--- src/rtl/wdt_pkg.sv ---
// Package: shared widths, register addresses and timeout decoding for the watchdog.
// Assumes a byte-wide data bus and a 16-bit internal count.
package wdt_pkg;
    localparam int BUS_W      = 8;
    localparam int ADDR_W     = 3;
    localparam int TMO_W      = 16;
    localparam int V1_EXP_W   = 4;
    localparam int V1_EXP_MIN = 10;
    localparam int RUN_BIT    = 0;
    localparam int PING_BIT   = 1;
    localparam int CAUSE_BIT  = 0;

    typedef enum logic [ADDR_W-1:0] {
        REG_CTRL    = 3'd0,
        REG_CAUSE   = 3'd1,
        REG_TMO_LO  = 3'd2,
        REG_TMO_HI  = 3'd3,
        REG_LEFT_LO = 3'd4,
        REG_LEFT_HI = 3'd5
    } wdt_reg_e;

    // Turn a stored timeout into the count to load, in units of the selected tick.
    function automatic logic [TMO_W-1:0] effective_timeout(input int version,
                                                           input logic [TMO_W-1:0] raw);
        logic [V1_EXP_W-1:0] expo;
        logic [TMO_W-1:0]    res;
        expo = raw[V1_EXP_W-1:0];
        if (version == 1) begin
            if (expo < V1_EXP_W'(V1_EXP_MIN))
                expo = V1_EXP_W'(V1_EXP_MIN);
            res = TMO_W'(1) << expo;
        end else if (version == 2) begin
            res = (raw[BUS_W-1:0] == '0) ? TMO_W'(1) : TMO_W'(raw[BUS_W-1:0]);
        end else begin
            res = (raw == '0) ? TMO_W'(1) : raw;
        end
        return res;
    endfunction
endpackage

--- src/rtl/wdt_tick_gen.sv ---
// Prescaler: divides the clock into millisecond ticks, and optionally into second ticks.
// Assumes CLKS_PER_MS >= 2 and MS_PER_SEC >= 2. A clear restarts both stages so the
// first interval after a load is a full one.
module wdt_tick_gen #(
    parameter int CLKS_PER_MS = 125000,
    parameter int MS_PER_SEC  = 1000,
    parameter bit SEC_UNIT    = 1'b1
) (
    input  logic clk,
    input  logic rst_n,
    input  logic clr,
    output logic tick
);
    localparam int MS_W = $clog2(CLKS_PER_MS);

    logic [MS_W-1:0] ms_cnt;
    logic            ms_tick;

    assign ms_tick = (ms_cnt == MS_W'(CLKS_PER_MS - 1));

    // Clock divider for the millisecond stage.
    always_ff @(posedge clk) begin
        if (!rst_n || clr)
            ms_cnt <= '0;
        else if (ms_tick)
            ms_cnt <= '0;
        else
            ms_cnt <= ms_cnt + MS_W'(1);
    end

    generate
        if (SEC_UNIT) begin : g_sec
            localparam int SEC_W = $clog2(MS_PER_SEC);
            logic [SEC_W-1:0] sec_cnt;
            logic             sec_last;
            assign sec_last = (sec_cnt == SEC_W'(MS_PER_SEC - 1));

            // Millisecond-tick divider for the second stage.
            always_ff @(posedge clk) begin
                if (!rst_n || clr)
                    sec_cnt <= '0;
                else if (ms_tick)
                    sec_cnt <= sec_last ? '0 : sec_cnt + SEC_W'(1);
            end
            assign tick = ms_tick && sec_last;
        end else begin : g_ms
            assign tick = ms_tick;
        end
    endgenerate
endmodule

--- src/rtl/wdt_countdown.sv ---
// Down-counter and expiry outputs. It loads the effective timeout and decrements once
// per tick while running. At the step from 1 it fires: a primary instance stops at 0
// and stretches a reset request, an auxiliary instance reloads and pulses an alarm.
module wdt_countdown
    import wdt_pkg::*;
#(
    parameter bit IS_MAIN   = 1'b1,
    parameter int PULSE_CYC = 16
) (
    input  logic             clk,
    input  logic             rst_n,
    input  logic             run,
    input  logic             load,
    input  logic             tick,
    input  logic [TMO_W-1:0] tmo_eff,
    output logic [TMO_W-1:0] cnt,
    output logic             fire,
    output logic             rst_req,
    output logic             alarm
);
    assign fire = run && tick && !load && (cnt == TMO_W'(1));

    // Main count register: load, decrement, or end-of-count handling.
    always_ff @(posedge clk) begin
        if (!rst_n)
            cnt <= '0;
        else if (load)
            cnt <= tmo_eff;
        else if (run && tick) begin
            if (cnt == TMO_W'(1))
                cnt <= IS_MAIN ? '0 : tmo_eff;
            else
                cnt <= cnt - TMO_W'(1);
        end
    end

    generate
        if (IS_MAIN) begin : g_main
            localparam int PW = $clog2(PULSE_CYC + 1);
            logic [PW-1:0] pulse_left;

            // Stretch the expiry event into a fixed-length reset request.
            always_ff @(posedge clk) begin
                if (!rst_n)
                    pulse_left <= '0;
                else if (fire)
                    pulse_left <= PW'(PULSE_CYC);
                else if (pulse_left != '0)
                    pulse_left <= pulse_left - PW'(1);
            end
            assign rst_req = (pulse_left != '0);
            assign alarm   = 1'b0;
        end else begin : g_aux
            logic alarm_q;

            // Register the expiry event as a single-cycle alarm.
            always_ff @(posedge clk) begin
                if (!rst_n)
                    alarm_q <= 1'b0;
                else
                    alarm_q <= fire;
            end
            assign alarm   = alarm_q;
            assign rst_req = 1'b0;
        end
    endgenerate
endmodule

--- src/rtl/wdt_regs.sv ---
// Register decode: run bit, ping trigger, timeout storage per encoding version,
// sticky cause flag, time-left readback with high-byte capture, registered read data.
// Assumes single-cycle write and read strobes from a host bridge.
module wdt_regs
    import wdt_pkg::*;
#(
    parameter int VERSION  = 2,
    parameter bit IS_MAIN  = 1'b1,
    parameter int INIT_TMO = 10
) (
    input  logic              clk,
    input  logic              rst_n,
    input  logic              we,
    input  logic              re,
    input  logic [ADDR_W-1:0] addr,
    input  logic [BUS_W-1:0]  wdata,
    input  logic [TMO_W-1:0]  cnt,
    input  logic              fire,
    output logic              run,
    output logic              load,
    output logic              cause,
    output logic [TMO_W-1:0]  tmo_eff,
    output logic [BUS_W-1:0]  rdata
);
    logic             wr_ctrl, wr_cause, wr_lo, wr_hi, rd_left_lo, expire_main;
    logic [TMO_W-1:0] tmo_q;
    logic [BUS_W-1:0] left_hi_q;
    logic [BUS_W-1:0] rd_mux;

    assign wr_ctrl     = we && (addr == REG_CTRL);
    assign wr_cause    = we && (addr == REG_CAUSE);
    assign wr_lo       = we && (addr == REG_TMO_LO);
    assign wr_hi       = we && (addr == REG_TMO_HI);
    assign rd_left_lo  = re && (addr == REG_LEFT_LO);
    assign expire_main = IS_MAIN && fire;
    assign load        = wr_ctrl && ((wdata[RUN_BIT] && !run) || wdata[PING_BIT]);
    assign tmo_eff     = effective_timeout(VERSION, tmo_q);

    // Run bit: follows control writes, dropped by a primary expiry.
    always_ff @(posedge clk) begin
        if (!rst_n)
            run <= 1'b0;
        else if (wr_ctrl)
            run <= wdata[RUN_BIT];
        else if (expire_main)
            run <= 1'b0;
    end

    // Sticky cause flag: set on primary expiry, cleared by write-1.
    always_ff @(posedge clk) begin
        if (!rst_n)
            cause <= 1'b0;
        else if (expire_main)
            cause <= 1'b1;
        else if (wr_cause && wdata[CAUSE_BIT])
            cause <= 1'b0;
    end

    generate
        if (VERSION == 1) begin : g_v1
            // Exponent field only; the other bits of the byte are not stored.
            always_ff @(posedge clk) begin
                if (!rst_n)
                    tmo_q <= TMO_W'(INIT_TMO) & TMO_W'((1 << V1_EXP_W) - 1);
                else if (wr_lo)
                    tmo_q <= TMO_W'(wdata[V1_EXP_W-1:0]);
            end
        end else if (VERSION == 2) begin : g_v2
            // Single byte of whole seconds.
            always_ff @(posedge clk) begin
                if (!rst_n)
                    tmo_q <= TMO_W'(INIT_TMO) & TMO_W'((1 << BUS_W) - 1);
                else if (wr_lo)
                    tmo_q <= TMO_W'(wdata);
            end
        end else begin : g_v3
            // Two byte lanes of a 16-bit seconds value.
            always_ff @(posedge clk) begin
                if (!rst_n)
                    tmo_q <= TMO_W'(INIT_TMO);
                else begin
                    if (wr_lo) tmo_q[BUS_W-1:0]     <= wdata;
                    if (wr_hi) tmo_q[TMO_W-1:BUS_W] <= wdata;
                end
            end
        end
    endgenerate

    // Capture the upper count byte when the lower one is read, for a coherent pair.
    always_ff @(posedge clk) begin
        if (!rst_n)
            left_hi_q <= '0;
        else if (rd_left_lo)
            left_hi_q <= cnt[TMO_W-1:BUS_W];
    end

    // Read multiplexer over the register map.
    always_comb begin
        rd_mux = '0;
        case (addr)
            REG_CTRL:    rd_mux[RUN_BIT]   = run;
            REG_CAUSE:   rd_mux[CAUSE_BIT] = cause;
            REG_TMO_LO:  rd_mux = tmo_q[BUS_W-1:0];
            REG_TMO_HI:  rd_mux = (VERSION == 3) ? tmo_q[TMO_W-1:BUS_W] : '0;
            REG_LEFT_LO: rd_mux = (VERSION == 1) ? '0 : cnt[BUS_W-1:0];
            REG_LEFT_HI: rd_mux = (VERSION == 3) ? left_hi_q : '0;
            default:     rd_mux = '0;
        endcase
    end

    // Registered read data, updated on each read strobe.
    always_ff @(posedge clk) begin
        if (!rst_n)
            rdata <= '0;
        else if (re)
            rdata <= rd_mux;
    end
endmodule

--- src/rtl/sysctl_wdt.sv ---
// Top level of the register-programmable watchdog: ties the register block,
// prescaler and down-counter together. VERSION picks the timeout encoding,
// IS_MAIN picks reset-request or alarm-only behaviour at expiry.
module sysctl_wdt
    import wdt_pkg::*;
#(
    parameter int VERSION     = 2,
    parameter bit IS_MAIN     = 1'b1,
    parameter int CLKS_PER_MS = 125000,
    parameter int MS_PER_SEC  = 1000,
    parameter int PULSE_CYC   = 16,
    parameter int INIT_TMO    = 10
) (
    input  logic              clk,
    input  logic              rst_n,
    input  logic              bus_we,
    input  logic              bus_re,
    input  logic [ADDR_W-1:0] bus_addr,
    input  logic [BUS_W-1:0]  bus_wdata,
    output logic [BUS_W-1:0]  bus_rdata,
    output logic              rst_req,
    output logic              alarm
);
    localparam bit SEC_UNIT = (VERSION != 1);

    logic             run_w, load_w, tick_w, fire_w, cause_w;
    logic [TMO_W-1:0] cnt_w, tmo_eff_w;

    wdt_regs #(.VERSION(VERSION), .IS_MAIN(IS_MAIN), .INIT_TMO(INIT_TMO)) u_regs (
        .clk(clk), .rst_n(rst_n), .we(bus_we), .re(bus_re), .addr(bus_addr),
        .wdata(bus_wdata), .cnt(cnt_w), .fire(fire_w), .run(run_w), .load(load_w),
        .cause(cause_w), .tmo_eff(tmo_eff_w), .rdata(bus_rdata)
    );

    wdt_tick_gen #(.CLKS_PER_MS(CLKS_PER_MS), .MS_PER_SEC(MS_PER_SEC),
                   .SEC_UNIT(SEC_UNIT)) u_tick (
        .clk(clk), .rst_n(rst_n), .clr(load_w), .tick(tick_w)
    );

    wdt_countdown #(.IS_MAIN(IS_MAIN), .PULSE_CYC(PULSE_CYC)) u_cnt (
        .clk(clk), .rst_n(rst_n), .run(run_w), .load(load_w), .tick(tick_w),
        .tmo_eff(tmo_eff_w), .cnt(cnt_w), .fire(fire_w), .rst_req(rst_req), .alarm(alarm)
    );
endmodule

--- config.mk ---
export PLATFORM = sky130hd
export DESIGN_NAME = sysctl_wdt
export DESIGN_NICKNAME = d
export VERILOG_FILES = /design/src/rtl/wdt_pkg.sv /design/src/rtl/wdt_tick_gen.sv /design/src/rtl/wdt_countdown.sv /design/src/rtl/wdt_regs.sv /design/src/rtl/sysctl_wdt.sv
export SDC_FILE = /design/constraint.sdc
export NUM_CORES = 1
export LEC_CHECK = 0
export ABC_CLOCK_PERIOD_IN_PS = 4600
export BUFFER_PORTS_ARGS = -buffer_cell sky130_fd_sc_hd__buf_2
export CORE_MARGIN = 10
export CORE_UTILIZATION = 50
export CTS_CLUSTER_SIZE = 20
export DETAILED_ROUTE_END_ITERATION = 12
export PLACE_DENSITY = 0.68
export SLEW_MARGIN = 20
export SYNTH_ARGS = -nofsm -noshare
export SYNTH_HDL_FRONTEND = slang
export SYNTH_HIERARCHICAL = 1
export SYNTH_SLANG_ARGS = --single-unit
--- constraint.sdc ---
create_clock -name clk -period 4.6 [get_ports clk]
set_clock_uncertainty 0.2 [all_clocks]
set_input_delay 0.46 -clock clk [delete_from_list [all_inputs] [get_ports clk]]
set_output_delay 0.46 -clock clk [all_outputs]
set_load 0.01 [all_outputs]
# Yosys cells after proc, flatten, opt, wreduce, memory -nomap -nowiden
# Cells that the tools add are included.
[totals]
reg_bits = 66
latchBits = 0
ram_bits = 0
romBits = 0
output_inout_bits = 10
n_memories = 0
[op_classes]
addsub = 4
n_mul = 0
div_mod_pow = 0
magnitude_cmp = 0
n_eq_ne = 6
shift = 0
mux = 13
bitwise = 1
n_reduce_logical = 24
[op_table]
columns = ["operator", "n"]
rows = [
  ["two-way mux 16 bit", 3],
  ["adder 17 x 1 -> 17 bit, second input constant", 1],
  ["equality test 17 bit, second input constant", 1],
  ["equality test 16 x 1 -> 1 bit, second input constant", 1],
  ["subtractor 16 x 1 -> 16 bit, second input constant", 1],
  ["case mux 7 bit (2 select lines)", 1],
  ["adder 10 x 1 -> 10 bit, second input constant", 1],
  ["equality test 10 bit, second input constant", 1],
  ["logical AND 1 bit", 10],
  ["two-way mux 10 bit", 1],
  ["two-way mux 5 bit", 2],
  ["logical NOT 8 bit", 1],
  ["two-way mux 8 bit", 1],
  ["nonzero test 2 bit", 4],
  ["nonzero test 5 bit", 1],
  ["subtractor 5 x 1 -> 5 bit, second input constant", 1],
  ["two-way mux 1 bit", 4],
  ["case mux 1 bit (4 select lines)", 1],
  ["OR reduction 2 bit", 2],
  ["equality test 3 x 1 -> 1 bit, second input constant", 1],
  ["equality test 3 x 2 -> 1 bit, second input constant", 1],
  ["equality test 3 bit, second input constant", 1],
  ["logical NOT 1 bit", 3],
  ["logical NOT 3 bit", 1],
  ["2 further kinds", 3],
]

# Longest topological paths before layout
[logic_depth]
depth_word = 9
depth_mapped = 12

# Hierarchy
# The synthesis kept the hierarchy.
[modules_own_cells]
columns = ["module", "instances", "cells_per_inst", "area_per_inst_um2", "seq_area_each_um2"]
rows = [
  ["wdt_tick_gen", 1, 164, 1440.1, 540.5],
  ["wdt_countdown", 1, 167, 1266.2, 420.4],
  ["wdt_regs", 1, 99, 934.6, 360.3],
]

# Worst setup path after synthesis
# No wires, ideal clock.
[synth_path]
kind = "register -> register"
startpoint = "register u_tick.ms_cnt[7]"
endpoint = "register u_cnt.cnt[6]"
arrival_time_ns = 2.612
path_slack_ns = 1.713
stages_incl_launch_ff = 11
n_path_buf = 1
period_less_slack_ns = 2.887
path_cell_list = "dfxtp_1 > or4b_1 > nor4_1 > nand2_1 > nor2_1 > a21oi_1 > or2_2 > clkbuf_1 > or4_1 > xor2_1 > o21ai_0"
[synth_via]
elab_chain_len = 4
[synth_lines]
columns = ["element", "line_no", "rtl"]
rows = [
  ["from (decl)", "wdt_tick_gen.sv:16", "logic [MS_W-1:0] ms_cnt;"],
  ["from (signal assigned)", "wdt_tick_gen.sv:28", "ms_cnt <= ms_cnt + MS_W'(1);"],
  ["equality test 17 bit", "wdt_tick_gen.sv:19", "assign ms_tick = (ms_cnt == MS_W'(CLKS_PER_MS - 1));"],
  ["logical AND 1 bit", "wdt_tick_gen.sv:45", "assign tick = ms_tick && sec_last;"],
  ["via tick_w", "sysctl_wdt.sv:26", "logic run_w, load_w, tick_w, fire_w, cause_w;"],
  ["logical AND 1 bit", "wdt_countdown.sv:29", "else if (run && tick) begin"],
  ["nonzero test 2 bit (no source line)", "--", ""],
  ["to (signal assigned)", "wdt_countdown.sv:28", "cnt <= tmo_eff;"],
  ["to (signal assigned)", "wdt_countdown.sv:31", "cnt <= IS_MAIN ? '0 : tmo_eff;"],
  ["to (signal assigned)", "wdt_countdown.sv:33", "cnt <= cnt - TMO_W'(1);"],
  ["to (decl)", "wdt_countdown.sv:16", "output logic [TMO_W-1:0] cnt,"],
]
# The timed path passes the listed nets, and every way through them passes these cells.
# A chain may end at the register's enable or synchronous reset.

# Worst setup path after layout
[layout_path]
startpoint = "register u_tick.g_sec.sec_cnt[0]"
endpoint = "register u_regs.cause"
[layout_via]
elab_chain_len = 6
word_cells_on_any_way = 7
[layout_lines]
columns = ["element", "line_no", "rtl"]
rows = [
  ["from (decl)", "wdt_tick_gen.sv:34", "logic [SEC_W-1:0] sec_cnt;"],
  ["from (signal assigned)", "wdt_tick_gen.sv:43", "sec_cnt <= sec_last ? '0 : sec_cnt + SEC_W'(1);"],
  ["equality test 10 bit *", "wdt_tick_gen.sv:36", "assign sec_last = (sec_cnt == SEC_W'(MS_PER_SEC - 1));"],
  ["logical AND 1 bit *", "wdt_tick_gen.sv:45", ""],
  ["via tick_w", "sysctl_wdt.sv:26", ""],
  ["logical AND 1 bit * (3 in a row)", "wdt_countdown.sv:21", "assign fire = run && tick && !load && (cnt == TMO_W'(1));"],
  ["via fire_w", "sysctl_wdt.sv:26", ""],
  ["two-way mux 1 bit or nonzero test 2 bit (tied branches)", "--", ""],
  ["to (signal assigned)", "wdt_regs.sv:52", "cause <= 1'b0;"],
  ["to (signal assigned)", "wdt_regs.sv:54", "cause <= 1'b1;"],
  ["to (signal assigned)", "wdt_regs.sv:56", "cause <= 1'b0;"],
  ["to (decl)", "wdt_regs.sv:21", "output logic cause,"],
]
# The timed path passes the listed nets; every way through them passes the cells marked *.

==> summary.md <==
| Metric | Value |
|---|---|
| Sw frac | 27.8% |
| Boundary Pins | 25 |
| Cell area power density | about 350 nW/um^2 |
| Status | finished, final reports clean |
| Vias per cell | roughly 5.7 |
| Lkg Pwr | 0.00142 uW |
| Width of the die | 105 um |
| Number of remaining DRC errors | 0 |
| Max Fclk | 0.318 GHz |
| Commonest non-fill, non-tap cell in the layout | dfxtp_1 |
| Detailed Routing Iterations Pass 1 | 5 |
| Multi-input logic area | around 2100 sq um |
| FF/Latch Area | 1320 sq um |
| Final HPWL DP | 5620 um |
| Main area contributors after synthesis | dfxtp_1, nand2_1, nor2_1 |
| Sw Pwr | 383 uW |
| Num CTS Buffers | 9 |
| Asr flop ratio synth | 0% |
| Post-route minimum period | 3.15 ns |
| Post-Syn Area | roughly 3600 sq um |
| Number of synthesized flops with an enable pin | 0 |
| Setup violators final | 0 |
| Hold_buf cts | 0 |
| Cells along the critical path | ha_1, nand4b_1, or4_1, nor2_1, and2_1, nand3_1, or4_1, inv_1, and4bb_1, a31oi_1 |
| Initial core utilization | 50.7% |
| Resize count post-CTS | 0 |
| Largest net degree at the start of global routing | 37 |
| Sequential area share after synthesis | 36.3% |
| Data arrival, critical path | 3.23 ns |
| Vias in the first global route | 2891 |
| Worst hold path type | in2reg |
| Worst endpoint required time | 4.68 ns |
| Post-CTS Setup Inserts | 0 |
| RSZ-0062 raised after global routing | no |
| Max H-tree Level | 3 |
| Avg Cell Area, Syn | 8.47 sq um |
| Final max-slew violation count | 0 |
| Initial antenna violation count | 0 |
| VDD IR max | roughly 0.17 mV |
| Fillers | roughly 660 |
| Max incr delay on CP | 0.58 ns |
| Worst-path clk slew | 0.08 ns |
| Slew @ Worst Pin | 0.758 ns |
| Top FF cell, synth | dfxtp_1 |
| Final Power | 1380 uW |
| Post-synth top area cell | dfxtp_1 |
| DR iter-0 viols | 215 |
| Startpoint types | register |
| Clock share of power | 40.4% |
| Layout area overhead | 8.87% |
| # port buffers | 23 |
| Hold violation count in the final report | 0 |
| Leading cell types in the layout, fill and taps excluded | dfxtp_1, nand2_1, nor2_1 |
| Yosys reg bits | 66 |
| Max Root-Sink Buffers | 2 |
| Share of cells above drive strength 1 | a little under an eighth |
| CP endpoint kind | register |
| CP Class | reg2reg |
| Worst relative slew slack | 49.4% |
| Pint | 997 uW |
| Row count | 31 |
| Yosys warning total | 6 |
| Slowest stage cell, crit path | or4_1 |
| Wire per inst | 14.7 um |
| Setup TNS | 0 ns |
| Clk_lat worst skew | 0.35 ns |
| Core ar. | 7180 sq um |
| Global route overflow | 0 |
| Die H | 105 um |
| Final Net Count | 459 |
| Final Cycle Share | 68.4% |
| N_diodes | 0 |
| Placed cell area | between 3000 and 4000 sq um |
| Total track usage | 14.6% |
| Number of nets with antenna violations after routing | 0 |
| Combinational power share | 14.5% |
| CTS tree | built |
| MaxCap Viol Count | 0 |
| Post-synth top area share | between 30% and 40% |
| Sequential share of power | 45.1% |
| Vias | 3078 |
| Total die area | 11100 sq um |
| Crit Path Max Fanout | 5 |
| Yosys cell types | between 60 and 70 |
| CP dominant cell by count | or4_1 |
| Synth Instances | 430 |
| First-pass GRT wire length | 13800 um |
| Final WL | about 8000 um |
| Gpl congestion | around 0.94 |
| TritonCTS Sinks | 66 |
| Clock root cell | clkbuf_8 |
| Post-route cell area | 3960 sq um |
power by group through the flow:
| stage | clock network [uW] | registers, uW | logic, uW |
|---|---|---|---|
| after floorplan | 0 | 630 | 163 |
| after detailed placement | 0 | 635 | 199 |
| after CTS | 573 | 622 | 201 |
| after global placement | 0 | 635 | 196 |
| final | 558 | 623 | 200 |
| after global routing | 599 | 628 | 228 |
cell families after synthesis:
group,after synthesis,synth area share (%)
AO/OA/AOI/OAI,89,16.5
XOR/XNOR,23,5.53
adder cells (fa/ha/maj),6,2.06
buffers and inverters,43,5.74
flip-flops,66,36.3
multiplexers,11,3.06
other,2,0.206
AND/OR/NAND/NOR,190,30.7
worst max-delay path, delay by kind of cell, from the launching register on:
| family | cells | cell delay (ns) |
|---|---|---|
| buffers and inverters | 1 | 0.11 |
| DFF | 1 | 0.40 |
| AOI/OAI and AO/OA | 1 | 0.15 |
| and+or+nand+nor | 7 | 1.97 |
| adders and majority gates | 1 | 0.25 |
sequential cells by signal (all words and copies together), names as in the netlist:
signal	cells
u_regs/rdata	8
u_cnt/cnt	16
u_tick/ms_cnt	17
u_regs/tmo_q	8
u_regs/cause	1
u_tick/g_sec.sec_cnt	10
u_cnt/g_main.pulse_left	5
u_regs/run	1
final timing paths:
path	from	cells after the start	end	slack [ns]
setup / recovery	u_tick/g_sec.sec_cnt[0]	10	u_regs/cause	1.45
hold / removal	bus_we	2	u_regs/cause	0.14
setup reg to reg	u_tick/g_sec.sec_cnt[0]	10	u_regs/cause	1.45
hold reg to reg	u_regs/rdata[5]	2	u_regs/rdata[5]	0.28
layout make-up:
| type | instances | share of cell area [%] |
|---|---|---|
| multi-input cells | 328 | 53.9 |
| flip-flops and latches | 66 | 33.3 |
| clock buffers | 9 | 3.13 |
| well taps | 99 | 3.13 |
| repair buffers | 24 | 3.09 |
| clock inverters | 7 | 2.56 |
| inverters | 9 | 0.852 |
synth_stat cells (6+ instances only):
cell type / number
or4_1: 9
o21ai_0: 16
nor3_1: 11
and2_1: 10
buf_4: 9
nor4_1: 9
nand3_1: 13
nand2_1: 43
nand3b_1: 11
ha_1: 6
a22oi_1: 8
xnor2_1: 12
inv_1: 9
dfxtp_1: 66
mux2i_1: 10
nor2b_1: 12
nor2_1: 28
and4_1: 7
o21ai_1: 8
clkbuf_1: 17
xor2_1: 11
a21oi_1: 14
through the flow:
stage	setup WS [ns]	util, %	instances	hold slack [ns]
floorplan	1.71	-	437	0.244
global placement	1.53	52.1	526	0.261
detailed placement	1.49	52.1	526	0.267
CTS	1.46	55.2	542	0.128
global route	1.19	55.2	542	0.128
finish	1.45	55.2	542	0.138
layer usage:
layer,part of all wire [%],vias up,GRT usage (%)
met2,41,57,20.4
met3,4.7,11,3.96
li1,-,1572,-
met5,0,-,0
met1,52,1438,20.5
met4,1.6,0,6.37
No activity file was read; power rests on OpenSTA's default activity.
